File: config.mk
export PLATFORM = sky130hd
export DESIGN_NAME = flash_poll_engine
export DESIGN_NICKNAME = d
export VERILOG_FILES = /design/src/rtl/fps_pkg.sv /design/src/rtl/fps_cmd_seq.sv /design/src/rtl/fps_sector_pick.sv /design/src/rtl/fps_status_judge.sv /design/src/rtl/fps_poll_limit.sv /design/src/rtl/flash_poll_engine.sv
export SDC_FILE = /design/constraint.sdc
export NUM_CORES = 1
export LEC_CHECK = 0
export BUFFER_PORTS_ARGS = -buffer_cell sky130_fd_sc_hd__clkbuf_2
export CAP_MARGIN = 25
export CELL_PAD_IN_SITES_DETAIL_PLACEMENT = 1
export CELL_PAD_IN_SITES_GLOBAL_PLACEMENT = 1
export CORE_MARGIN = 3
export CORE_UTILIZATION = 41
export CTS_CLUSTER_SIZE = 16
export DETAILED_ROUTE_END_ITERATION = 10
export GPL_TIMING_DRIVEN = 0
export HOLD_SLACK_MARGIN = 0.06
export PLACE_DENSITY_LB_ADDON = 0.1
export SLEW_MARGIN = 0
export SYNTH_ARGS = -nofsm -noshare
export SYNTH_HDL_FRONTEND = slang
export SYNTH_SLANG_ARGS = --single-unit
export TNS_END_PERCENT = 5
File: constraint.sdc
create_clock -name clk -period 4.02 [get_ports clk]
set_input_delay 1.005 -clock clk [delete_from_list [all_inputs] [get_ports clk]]
set_output_delay 1.005 -clock clk [all_outputs]
set_load 0.01 [all_outputs]
File: src/rtl/fps_pkg.sv
// Shared definitions for the flash status poller.
// Assumes a byte-wide command set with 11-bit unlock addresses.
package fps_pkg;

    typedef enum logic [1:0] {
        OP_PROG = 2'd0,
        OP_CHIP = 2'd1,
        OP_SECT = 2'd2,
        OP_NONE = 2'd3
    } op_e;

    typedef enum logic [1:0] {
        FC_NONE    = 2'd0,
        FC_TIMEOUT = 2'd1,
        FC_LIMIT   = 2'd2,
        FC_REJECT  = 2'd3
    } fcode_e;

    typedef enum logic [3:0] {
        S_IDLE,
        S_CMD,
        S_ADD_PRE,
        S_ADD_WR,
        S_ADD_POST,
        S_POLL_A,
        S_POLL_B,
        S_CONF_A,
        S_CONF_B,
        S_RESET_WR
    } st_e;

    localparam logic [10:0] UNLK_ADDR_A = 11'h555;
    localparam logic [10:0] UNLK_ADDR_B = 11'h2AA;

    localparam logic [7:0] CMD_UNLK_A  = 8'hAA;
    localparam logic [7:0] CMD_UNLK_B  = 8'h55;
    localparam logic [7:0] CMD_PROG    = 8'hA0;
    localparam logic [7:0] CMD_ESETUP  = 8'h80;
    localparam logic [7:0] CMD_CHIP    = 8'h10;
    localparam logic [7:0] CMD_SECT    = 8'h30;
    localparam logic [7:0] CMD_RESET   = 8'hF0;

endpackage

File: src/rtl/fps_cmd_seq.sv
// Command sequence table: maps an operation and step number to the
// address and data of that write cycle, and flags the final step.
// Assumes steps are presented in order starting at 0.
module fps_cmd_seq
    import fps_pkg::*;
#(
    parameter int AW = 19,
    parameter int DW = 8
) (
    input  logic [1:0]    op,
    input  logic [2:0]    step,
    input  logic [AW-1:0] tgt_addr,
    input  logic [DW-1:0] tgt_data,
    input  logic [AW-1:0] sect_base,
    output logic [AW-1:0] cyc_addr,
    output logic [DW-1:0] cyc_data,
    output logic          last
);

    localparam logic [AW-1:0] ADDR_A = AW'(UNLK_ADDR_A);
    localparam logic [AW-1:0] ADDR_B = AW'(UNLK_ADDR_B);

    // Select the write cycle for the current step
    always_comb begin
        cyc_addr = ADDR_A;
        cyc_data = DW'(CMD_UNLK_A);
        last     = 1'b0;
        case (step)
            3'd0: begin
                cyc_addr = ADDR_A;
                cyc_data = DW'(CMD_UNLK_A);
            end
            3'd1, 3'd4: begin
                cyc_addr = ADDR_B;
                cyc_data = DW'(CMD_UNLK_B);
            end
            3'd2: begin
                cyc_addr = ADDR_A;
                cyc_data = (op == OP_PROG) ? DW'(CMD_PROG) : DW'(CMD_ESETUP);
            end
            3'd3: begin
                if (op == OP_PROG) begin
                    cyc_addr = tgt_addr;
                    cyc_data = tgt_data;
                    last     = 1'b1;
                end else begin
                    cyc_addr = ADDR_A;
                    cyc_data = DW'(CMD_UNLK_A);
                end
            end
            default: begin
                last = 1'b1;
                if (op == OP_SECT) begin
                    cyc_addr = sect_base;
                    cyc_data = DW'(CMD_SECT);
                end else begin
                    cyc_addr = ADDR_A;
                    cyc_data = DW'(CMD_CHIP);
                end
            end
        endcase
    end

endmodule

File: src/rtl/fps_sector_pick.sv
// Finds the lowest set bit of a sector bitmap.
// Assumes an all-zero mask yields index 0 with any = 0.
module fps_sector_pick #(
    parameter int NSEC = 8,
    parameter int SW   = 3
) (
    input  logic [NSEC-1:0] mask,
    output logic [SW-1:0]   idx,
    output logic            any
);

    // Scan from the top so the lowest set bit is the last one written
    always_comb begin
        idx = '0;
        any = |mask;
        for (int i = NSEC - 1; i >= 0; i--) begin
            if (mask[i]) idx = SW'(i);
        end
    end

endmodule

File: src/rtl/fps_status_judge.sv
// Decodes a pair of status reads: whether the toggle bit settled, and
// the overrun and erase-window flags of the newer read.
// Assumes bit positions are fixed per device family.
module fps_status_judge #(
    parameter int DW      = 8,
    parameter int TOG_BIT = 6,
    parameter int OVR_BIT = 5,
    parameter int WIN_BIT = 3
) (
    input  logic [DW-1:0] older,
    input  logic [DW-1:0] newer,
    output logic          settled,
    output logic          overrun,
    output logic          win_shut
);

    // Pure decode of the two status bytes
    always_comb begin
        settled  = (older[TOG_BIT] == newer[TOG_BIT]);
        overrun  = newer[OVR_BIT];
        win_shut = newer[WIN_BIT];
    end

endmodule

File: src/rtl/fps_poll_limit.sv
// Counts unsettled polling rounds and flags the round that reaches the
// programmed limit. Assumes a limit of 0 acts like 1.
module fps_poll_limit #(
    parameter int PW = 16
) (
    input  logic          clk,
    input  logic          rst_n,
    input  logic          clr,
    input  logic          inc,
    input  logic [PW-1:0] max_polls,
    output logic          last_round
);

    logic [PW-1:0] cnt;

    // Round counter, cleared per operation
    always_ff @(posedge clk) begin
        if (!rst_n)   cnt <= '0;
        else if (clr) cnt <= '0;
        else if (inc) cnt <= cnt + PW'(1);
    end

    // The round being counted now is the final one allowed
    assign last_round = ({1'b0, cnt} + (PW+1)'(1)) >= {1'b0, max_polls};

endmodule

File: src/rtl/flash_poll_engine.sv
// Host-side flash program/erase engine. Issues the command write
// sequence, then polls status and decides success or failure from the
// toggle, overrun and erase-window bits; writes the reset command on
// any failure. Assumes one outstanding operation and a bus cycle that
// completes on each edge where fb_req and fb_ack are both high.
module flash_poll_engine
    import fps_pkg::*;
#(
    parameter int AW        = 19,
    parameter int DW        = 8,
    parameter int SECT_BITS = 16,
    parameter int PW        = 16,
    localparam int SW       = AW - SECT_BITS,
    localparam int NSEC     = 1 << SW
) (
    input  logic            clk,
    input  logic            rst_n,
    input  logic            start,
    input  logic [1:0]      op,
    input  logic [AW-1:0]   tgt_addr,
    input  logic [DW-1:0]   tgt_data,
    input  logic [NSEC-1:0] sect_mask,
    input  logic [PW-1:0]   max_polls,
    output logic            busy,
    output logic            done,
    output logic            fail,
    output logic [1:0]      fail_code,
    output logic            fb_req,
    output logic            fb_wr,
    output logic [AW-1:0]   fb_addr,
    output logic [DW-1:0]   fb_wdata,
    input  logic            fb_ack,
    input  logic [DW-1:0]   fb_rdata
);

    st_e             state;
    logic [1:0]      op_q;
    logic [AW-1:0]   addr_q;
    logic [DW-1:0]   data_q;
    logic [AW-1:0]   rd_addr_q;
    logic [NSEC-1:0] mask_q;
    logic [SW-1:0]   cur_sect;
    logic [2:0]      step_q;
    logic [DW-1:0]   first_q;
    logic            rej_q;
    logic            done_q;
    logic            fail_q;
    logic [1:0]      fcode_q;
    logic [1:0]      pend_code;

    logic [AW-1:0]   seq_addr;
    logic [DW-1:0]   seq_data;
    logic            seq_last;
    logic [AW-1:0]   sect_base;
    logic [SW-1:0]   in_idx;
    logic            in_any;
    logic [SW-1:0]   nxt_idx;
    logic            nxt_any;
    logic            settled;
    logic            overrun;
    logic            win_shut;
    logic            last_round;
    logic            go;
    logic            accept;
    logic            lim_clr;
    logic            lim_inc;

    assign sect_base = {cur_sect, {SECT_BITS{1'b0}}};
    assign go        = fb_req && fb_ack;
    assign accept    = (state == S_IDLE) && start && (op != OP_NONE);

    fps_cmd_seq #(.AW(AW), .DW(DW)) u_seq (
        .op        (op_q),
        .step      (step_q),
        .tgt_addr  (addr_q),
        .tgt_data  (data_q),
        .sect_base (sect_base),
        .cyc_addr  (seq_addr),
        .cyc_data  (seq_data),
        .last      (seq_last)
    );

    fps_sector_pick #(.NSEC(NSEC), .SW(SW)) u_pick_in (
        .mask (sect_mask),
        .idx  (in_idx),
        .any  (in_any)
    );

    fps_sector_pick #(.NSEC(NSEC), .SW(SW)) u_pick_rem (
        .mask (mask_q),
        .idx  (nxt_idx),
        .any  (nxt_any)
    );

    fps_status_judge #(.DW(DW)) u_judge (
        .older    (first_q),
        .newer    (fb_rdata),
        .settled  (settled),
        .overrun  (overrun),
        .win_shut (win_shut)
    );

    assign lim_clr = accept;
    assign lim_inc = (state == S_POLL_B) && go && !settled && !overrun;

    fps_poll_limit #(.PW(PW)) u_limit (
        .clk        (clk),
        .rst_n      (rst_n),
        .clr        (lim_clr),
        .inc        (lim_inc),
        .max_polls  (max_polls),
        .last_round (last_round)
    );

    // Drive the bus cycle selected by the current state
    always_comb begin
        fb_req   = (state != S_IDLE);
        fb_wr    = 1'b0;
        fb_addr  = rd_addr_q;
        fb_wdata = '0;
        case (state)
            S_CMD: begin
                fb_wr    = 1'b1;
                fb_addr  = seq_addr;
                fb_wdata = seq_data;
            end
            S_ADD_WR: begin
                fb_wr    = 1'b1;
                fb_addr  = sect_base;
                fb_wdata = DW'(CMD_SECT);
            end
            S_RESET_WR: begin
                fb_wr    = 1'b1;
                fb_addr  = '0;
                fb_wdata = DW'(CMD_RESET);
            end
            default: ;
        endcase
    end

    // Operation sequencer and result registers
    always_ff @(posedge clk) begin
        if (!rst_n) begin
            state     <= S_IDLE;
            op_q      <= OP_PROG;
            addr_q    <= '0;
            data_q    <= '0;
            rd_addr_q <= '0;
            mask_q    <= '0;
            cur_sect  <= '0;
            step_q    <= '0;
            first_q   <= '0;
            rej_q     <= 1'b0;
            done_q    <= 1'b0;
            fail_q    <= 1'b0;
            fcode_q   <= FC_NONE;
            pend_code <= FC_NONE;
        end else begin
            done_q <= 1'b0;
            case (state)
                S_IDLE: begin
                    if (accept) begin
                        state    <= S_CMD;
                        op_q     <= op;
                        addr_q   <= tgt_addr;
                        data_q   <= tgt_data;
                        step_q   <= '0;
                        rej_q    <= 1'b0;
                        cur_sect <= in_idx;
                        if (op == OP_SECT) begin
                            mask_q    <= sect_mask & ~(NSEC'(in_any) << in_idx);
                            rd_addr_q <= {in_idx, {SECT_BITS{1'b0}}};
                        end else begin
                            mask_q    <= '0;
                            rd_addr_q <= (op == OP_PROG) ? tgt_addr : '0;
                        end
                    end
                end
                S_CMD: if (go) begin
                    step_q <= step_q + 3'd1;
                    if (seq_last) state <= (mask_q != '0) ? S_ADD_PRE : S_POLL_A;
                end
                S_ADD_PRE: if (go) begin
                    if (win_shut) begin
                        rej_q <= 1'b1;
                        state <= S_POLL_A;
                    end else begin
                        cur_sect <= nxt_idx;
                        state    <= S_ADD_WR;
                    end
                end
                S_ADD_WR: if (go) begin
                    mask_q[cur_sect] <= 1'b0;
                    state            <= S_ADD_POST;
                end
                S_ADD_POST: if (go) begin
                    if (win_shut) begin
                        rej_q <= 1'b1;
                        state <= S_POLL_A;
                    end else begin
                        state <= nxt_any ? S_ADD_PRE : S_POLL_A;
                    end
                end
                S_POLL_A, S_CONF_A: if (go) begin
                    first_q <= fb_rdata;
                    state   <= (state == S_POLL_A) ? S_POLL_B : S_CONF_B;
                end
                S_POLL_B, S_CONF_B: if (go) begin
                    if (settled) begin
                        if (rej_q) begin
                            pend_code <= FC_REJECT;
                            state     <= S_RESET_WR;
                        end else begin
                            state   <= S_IDLE;
                            done_q  <= 1'b1;
                            fail_q  <= 1'b0;
                            fcode_q <= FC_NONE;
                        end
                    end else if (state == S_CONF_B) begin
                        pend_code <= FC_TIMEOUT;
                        state     <= S_RESET_WR;
                    end else if (overrun) begin
                        state <= S_CONF_A;
                    end else if (last_round) begin
                        pend_code <= FC_LIMIT;
                        state     <= S_RESET_WR;
                    end else begin
                        state <= S_POLL_A;
                    end
                end
                S_RESET_WR: if (go) begin
                    state   <= S_IDLE;
                    done_q  <= 1'b1;
                    fail_q  <= 1'b1;
                    fcode_q <= pend_code;
                end
                default: state <= S_IDLE;
            endcase
        end
    end

    assign busy      = (state != S_IDLE);
    assign done      = done_q;
    assign fail      = fail_q;
    assign fail_code = fcode_q;

endmodule

; Word level (Yosys, flattened, before mapping)
; Index checks and enable logic that the tools add are counted.
[totals]
in_bits = 65
word_cells = 187
register_bits = 96
output_inout_bits = 34
[op_classes]
bitwise_logic = 5
muxes = 87
magnitude_cmp = 3
n_reduce_logical = 40
shifts = 1
addsub = 3
n_eq_ne = 33
[op_table]
columns = op, count
row1 = 19-bit case mux with 3 select lines, 2
row2 = 19-bit two-way mux, 4
row3 = 3-bit two-way mux, 25
row4 = 4-bit two-way mux, 15
row5 = 8-bit two-way mux, 4
row6 = 4-bit case mux with 8 select lines, 1
row7 = 8-bit case mux with 4 select lines, 1
row8 = 2-bit != test (second input constant), 14
row9 = 8-bit case mux with 3 select lines, 1
row10 = 2-bit two-way mux, 9
row11 = 16-bit by 1-bit adder with 17-bit output (second input constant), 1
row12 = 17-bit by 16-bit >= comparator with 1-bit output, 1
row13 = 16-bit by 1-bit adder with 16-bit output (second input constant), 1
row14 = 8-bit AND, 2
row15 = 4-bit by 3-bit equality test with 1-bit output (second input constant), 4
row16 = 8-bit NOT, 2
row17 = 8-bit case mux with 2 select lines, 1
row18 = 8-bit OR reduction, 2
row19 = 1-bit two-way mux, 14
row20 = 6-bit two-way mux, 2
row21 = 3-bit case mux with 2 select lines, 2
row22 = 2-bit OR reduction, 6
row23 = 5-bit AND reduction, 2
row24 = 2-bit nonzero test, 5
row25 = 32 further kinds, 51

; Depth between registers and ports, before layout
[depth]
depth_word = 14
depth_mapped = 13
ltp_nobuf = 13

; Hierarchy
; From an unflattened synthesis, not the netlist that was laid out.
[unflattened]
cells_unflattened = 746
area_unflattened_um2 = 5806.8
[by_module_without_submodules]
columns = mod, cells_per_inst, seq_area_each_um2, area_per_inst_um2, instances
row1 = flash_poll_engine, 479, 1621.6, 3826.2, 1
row2 = fps_poll_limit, 171, 320.3, 1330.0, 1
row3 = fps_cmd_seq, 67, 0.0, 464.2, 1
row4 = fps_sector_pick, 13, 0.0, 81.3, 2
row5 = fps_status_judge, 3, 0.0, 23.8, 1

; Worst setup path after synthesis
; Ideal clock, no wire load.
[synth_timing]
path_type = register -> register
startpoint = register u_limit.cnt[0]
endpoint = register pend_code[0]
path_stages_with_launch = 14
path_buffers = 0
required_time_ns = 3.901
slack_ns = 0.885
arrival_time_ns = 3.017
setup_time_ns = 0.119
period_less_slack_ns = 3.135
cell_sequence = dfxtp_1 ha_1 and3_1 nand4_4 nor2_1 nand3_1 xnor2_1 ha_1 a211oi_1 o21ai_0 a221o_1 o31ai_2 nor4_2 o221a_1
[synth_via]
elab_chain_cells = 4
[synth_lines]
columns = item, line
row1 = from (decl), fps_poll_limit.sv:14  ; logic [PW-1:0] cnt;
row2 = from (signal assigned), fps_poll_limit.sv:20  ; else if (inc) cnt <= cnt + PW'(1);
row3 = 16-bit by 1-bit adder with 17-bit output, fps_poll_limit.sv:24  ; assign last_round = ({1'b0, cnt} + (PW+1)'(1)) >= {1'b0, max_polls};
row4 = 17-bit by 16-bit >= comparator with 1-bit output, fps_poll_limit.sv:24
row5 = 3-bit nonzero test (no line), --
row6 = 5-bit AND reduction (no line), --
row7 = to (signal assigned), flash_poll_engine.sv:157  ; pend_code <= FC_NONE;
row8 = to (signal assigned), flash_poll_engine.sv:211  ; pend_code <= FC_REJECT;
row9 = to (signal assigned), flash_poll_engine.sv:220  ; pend_code <= FC_TIMEOUT;
row10 = to (decl), flash_poll_engine.sv:49  ; logic [1:0] pend_code;
; No other way between the ends.
; A chain may end at the register's enable or synchronous reset.

; Worst setup path after layout
; Ends and elaborated chain as after synthesis.

==> out/metrics.yaml <==
hold_viol_final: 0
dpl_cell_area_sq_um: 6050
max_stage_delay_ps: 470
grt_overflow: 0
start_util_pct: 42.3
crit_chain: "ha_1 > and3_1 > nand4_4 > nor2_1 > nand3_1 > xnor2_1 > ha_1 > a211oi_1 > o21ai_0 > a221o_1 > o31ai_2 > nor4_2 > o221a_1"
fin_skew_ps: 10.9
wire_per_inst_um: 17.9
postCtsSetupBuffers: 0
max_freq_mhz: 270
fin_area_sq_um: 6370
rsz0062_at_grt: "false"
grt_max_degree: 16
seqCellArea_sq_um: 1800
drc_errors: 0
crit_start: "u_limit.cnt[0]$_SDFFE_PP0P_"
root_buffer: "clkbuf_16"
power.switching_w: 0.00117
row_count: 41
seqPwrFrac_pct: 34.6
syn_to_final_growth_pct: 18.3
die_w_um: 121
utilization_pct: 50.1
slew_headroom_pct: 48.8
io_buffers: 91
antenna_cells: 0
nNetsFinal: 891
chipHeight_um: 121
yosys.area.top_type: "dfxtp_1"
grt_pass1_vias: 5810
worst_path_most_repeated_cell: "ha_1"
syn_nets: 789
clk_path_buf_depth: 2
power.share.switching_pct: 38.0
cp_data_arrival_time_ps: 3940
p_int_w: 0.00190
hold_path_class: "reg2reg"
drtPass1Iterations: 5
yosysWarnings: 0
startpoint_type: "flip-flop"
syn_area_sq_um: 5380
vias_per_cell: 5.67
clk_latency_ps: 350
synth_ff_type: "dfxtp_1"
hp-start: "rd_addr_q[15]$_SDFFE_PN0P_"
drt-initial-drc-count: 369
p_comb_share_pct: 35.4
min_period_over_period_pct: 92.1
cts_buffers: 9
fillCellCount: 1649
worst_ep_required_time_ps: 4260
synth_top_area_share_pct: 33.5
io_pins: 99
clk_pin_slew_ps: 70
postCtsHoldBufs: 0
async_flop_share_pct: 0
ys_ff_latch: 90
grt_usage_pct: 24.1
reg2reg_from: "u_limit.cnt[0]$_SDFFE_PP0P_"
cp-end-kind: "flip-flop"
status: "complete, no violations"
cap_violations: 0
grt_pass1_wl_um: 28200
synth_edf_count: 0
cts_tree: "built"
holdWs_ps: 456
die_area_sq_um: 14500
htree_levels: 3
r2r_cells: 13
cts.sinks: 90
clockPowerShare_pct: 30.0
slew_violations: 0
ys_seq_area_share_pct: 33.5
synthDistinctLibCells: 77
dp_hpwl_um: 13500
hold_end: "rd_addr_q[15]$_SDFFE_PN0P_"
multiInputGateArea_sq_um: 3270
stdcell_count: 980
power.density_nw_per_um2: 482
coreArea_sq_um: 12700
cts-resized-gates: 0
antenna_found_initial: 0
final-setup-viol-count: 0
whs_path_depth: 2
leakage_nw: 2.60
period_minus_slack_ps: 3700
cpMaxStageDelayCell: "dfxtp_1"
timing.rr.end: "pend_code[0]$_SDFFE_PN0P_"
drive_gt1_share_pct: 18.2
ir_worst_vdd_v: 0.000236
drt-total-wl_um: 17600
syn_area_per_cell_sq_um: 7.67
r2r_slack_ps: 320
postRouteAntennaNets: 0
worst_pin_slew_ps: 763
crit_path_max_fanout: 8
vias: 5558
crit_type: "reg2reg"
ys_top_cells_by_area: "dfxtp_1 33%, nand2_1 8.6%, a21oi_1 7.8%"
dp_cells: 965
gp_congestion: 0.868
synth_cells: 702
setup_tns_ps: 0
-- cells in the mapped netlist, types with 4 or more instances --
library cell / instances
a21oi_1: 84
nand4_1: 9
nand3_1: 31
xnor2_1: 10
buf_2: 7
inv_1: 32
dfxtp_1: 90
o211ai_1: 4
ha_1: 22
buf_1: 4
nand2b_1: 4
and3_1: 5
o21ai_0: 43
or3_1: 5
nand2_1: 123
a22o_1: 10
a22oi_1: 10
xor2_1: 20
a31oi_1: 11
nor2_1: 58
clkbuf_1: 24
nor3_1: 12
-- flip-flops by register name, indices dropped and copies added, names as in the netlist --
signal       cells
rd_addr_q       19
cur_sect         3
mask_q           8
state            4
first_q          1
fail_code        2
fail             1
rej_q            1
addr_q          19
data_q           8
op_q             2
done             1
u_limit.cnt     16
pend_code        2
step_q           3
-- cell usage in the layout (no fill, tap or decap), drive strengths merged, types with 16 or more instances in the layout --
cell type and instances:
a21oi 84, buf 16, clkbuf 125, dfxtp 90, ha 22, inv 34, nand2 125, nand3 32
nor2 59, o21ai 44, xor2 20
-- worst max path at each step --
stage,to,slack (ps),depth (start not counted)
2_1_floorplan,pend_code[0]$_SDFFE_PN0P_,880,13
6_report,pend_code[0]$_SDFFE_PN0P_,320,13
3_5_place_dp,pend_code[0]$_SDFFE_PN0P_,300,13
3_3_place_gp,pend_code[0]$_SDFFE_PN0P_,450,13
4_1_cts,fb_addr[17],210,9
5_1_grt,pend_code[0]$_SDFFE_PN0P_,40,13
-- per-stage QoR --
stage               power, W  setup WS [ps]
global placement     0.00212            454
floorplan            0.00178            885
finish               0.00307            316
global route         0.00324           37.4
CTS                  0.00308            206
detailed placement   0.00216            302
-- per-layer routing --
metal  GRT usage (%)  wire, um  up-vias
li1                -         -     2672
met2            41.9      8510      131
met5               0         0        -
met1            29.8      7890     2723
met3            3.60       725       32
met4            9.70       427        0
-- power by group through the flow --
stage	combinational (W)	clock, W	sequential [W]
final	0.00109	0.000922	0.00106
after global routing	0.00120	0.000973	0.00108
after CTS	0.00109	0.000933	0.00106
after detailed placement	0.00108	0	0.00108
after global placement	0.00105	0	0.00108
after floorplan	0.000719	0	0.00106
-- kinds of logic (layout without fill, tap and decap cells) --
group	Yosys count	count (layout)	share of synthesized area, %
AND/OR/NAND/NOR	278	278	25.4
flip-flops	90	90	33.5
AO/OA/AOI/OAI	204	204	24.5
multiplexers	4	4	0.767
buffers and inverters	74	180	5.84
XOR/XNOR	30	30	4.88
adder cells (fa/ha/maj)	22	22	5.12
-- critical path, delay by kind of cell (launching register included) --
family | cells | cell delay (ps)
xor+xnor | 1 | 150
simple gates | 5 | 1090
compound gates | 5 | 1350
fa+ha+maj | 2 | 550
flops | 1 | 470
-- area by class of cell --
type	instances	share of cell area [%]
buffer	41	3.01
clock inverter	6	1.41
sequential	90	28.3
timing repair buffer	91	7.15
multi-input combinational	538	51.3
inverter	33	1.94
clock buffer	9	3.54
tap	172	3.38
(Power assumes the default switching activity.)
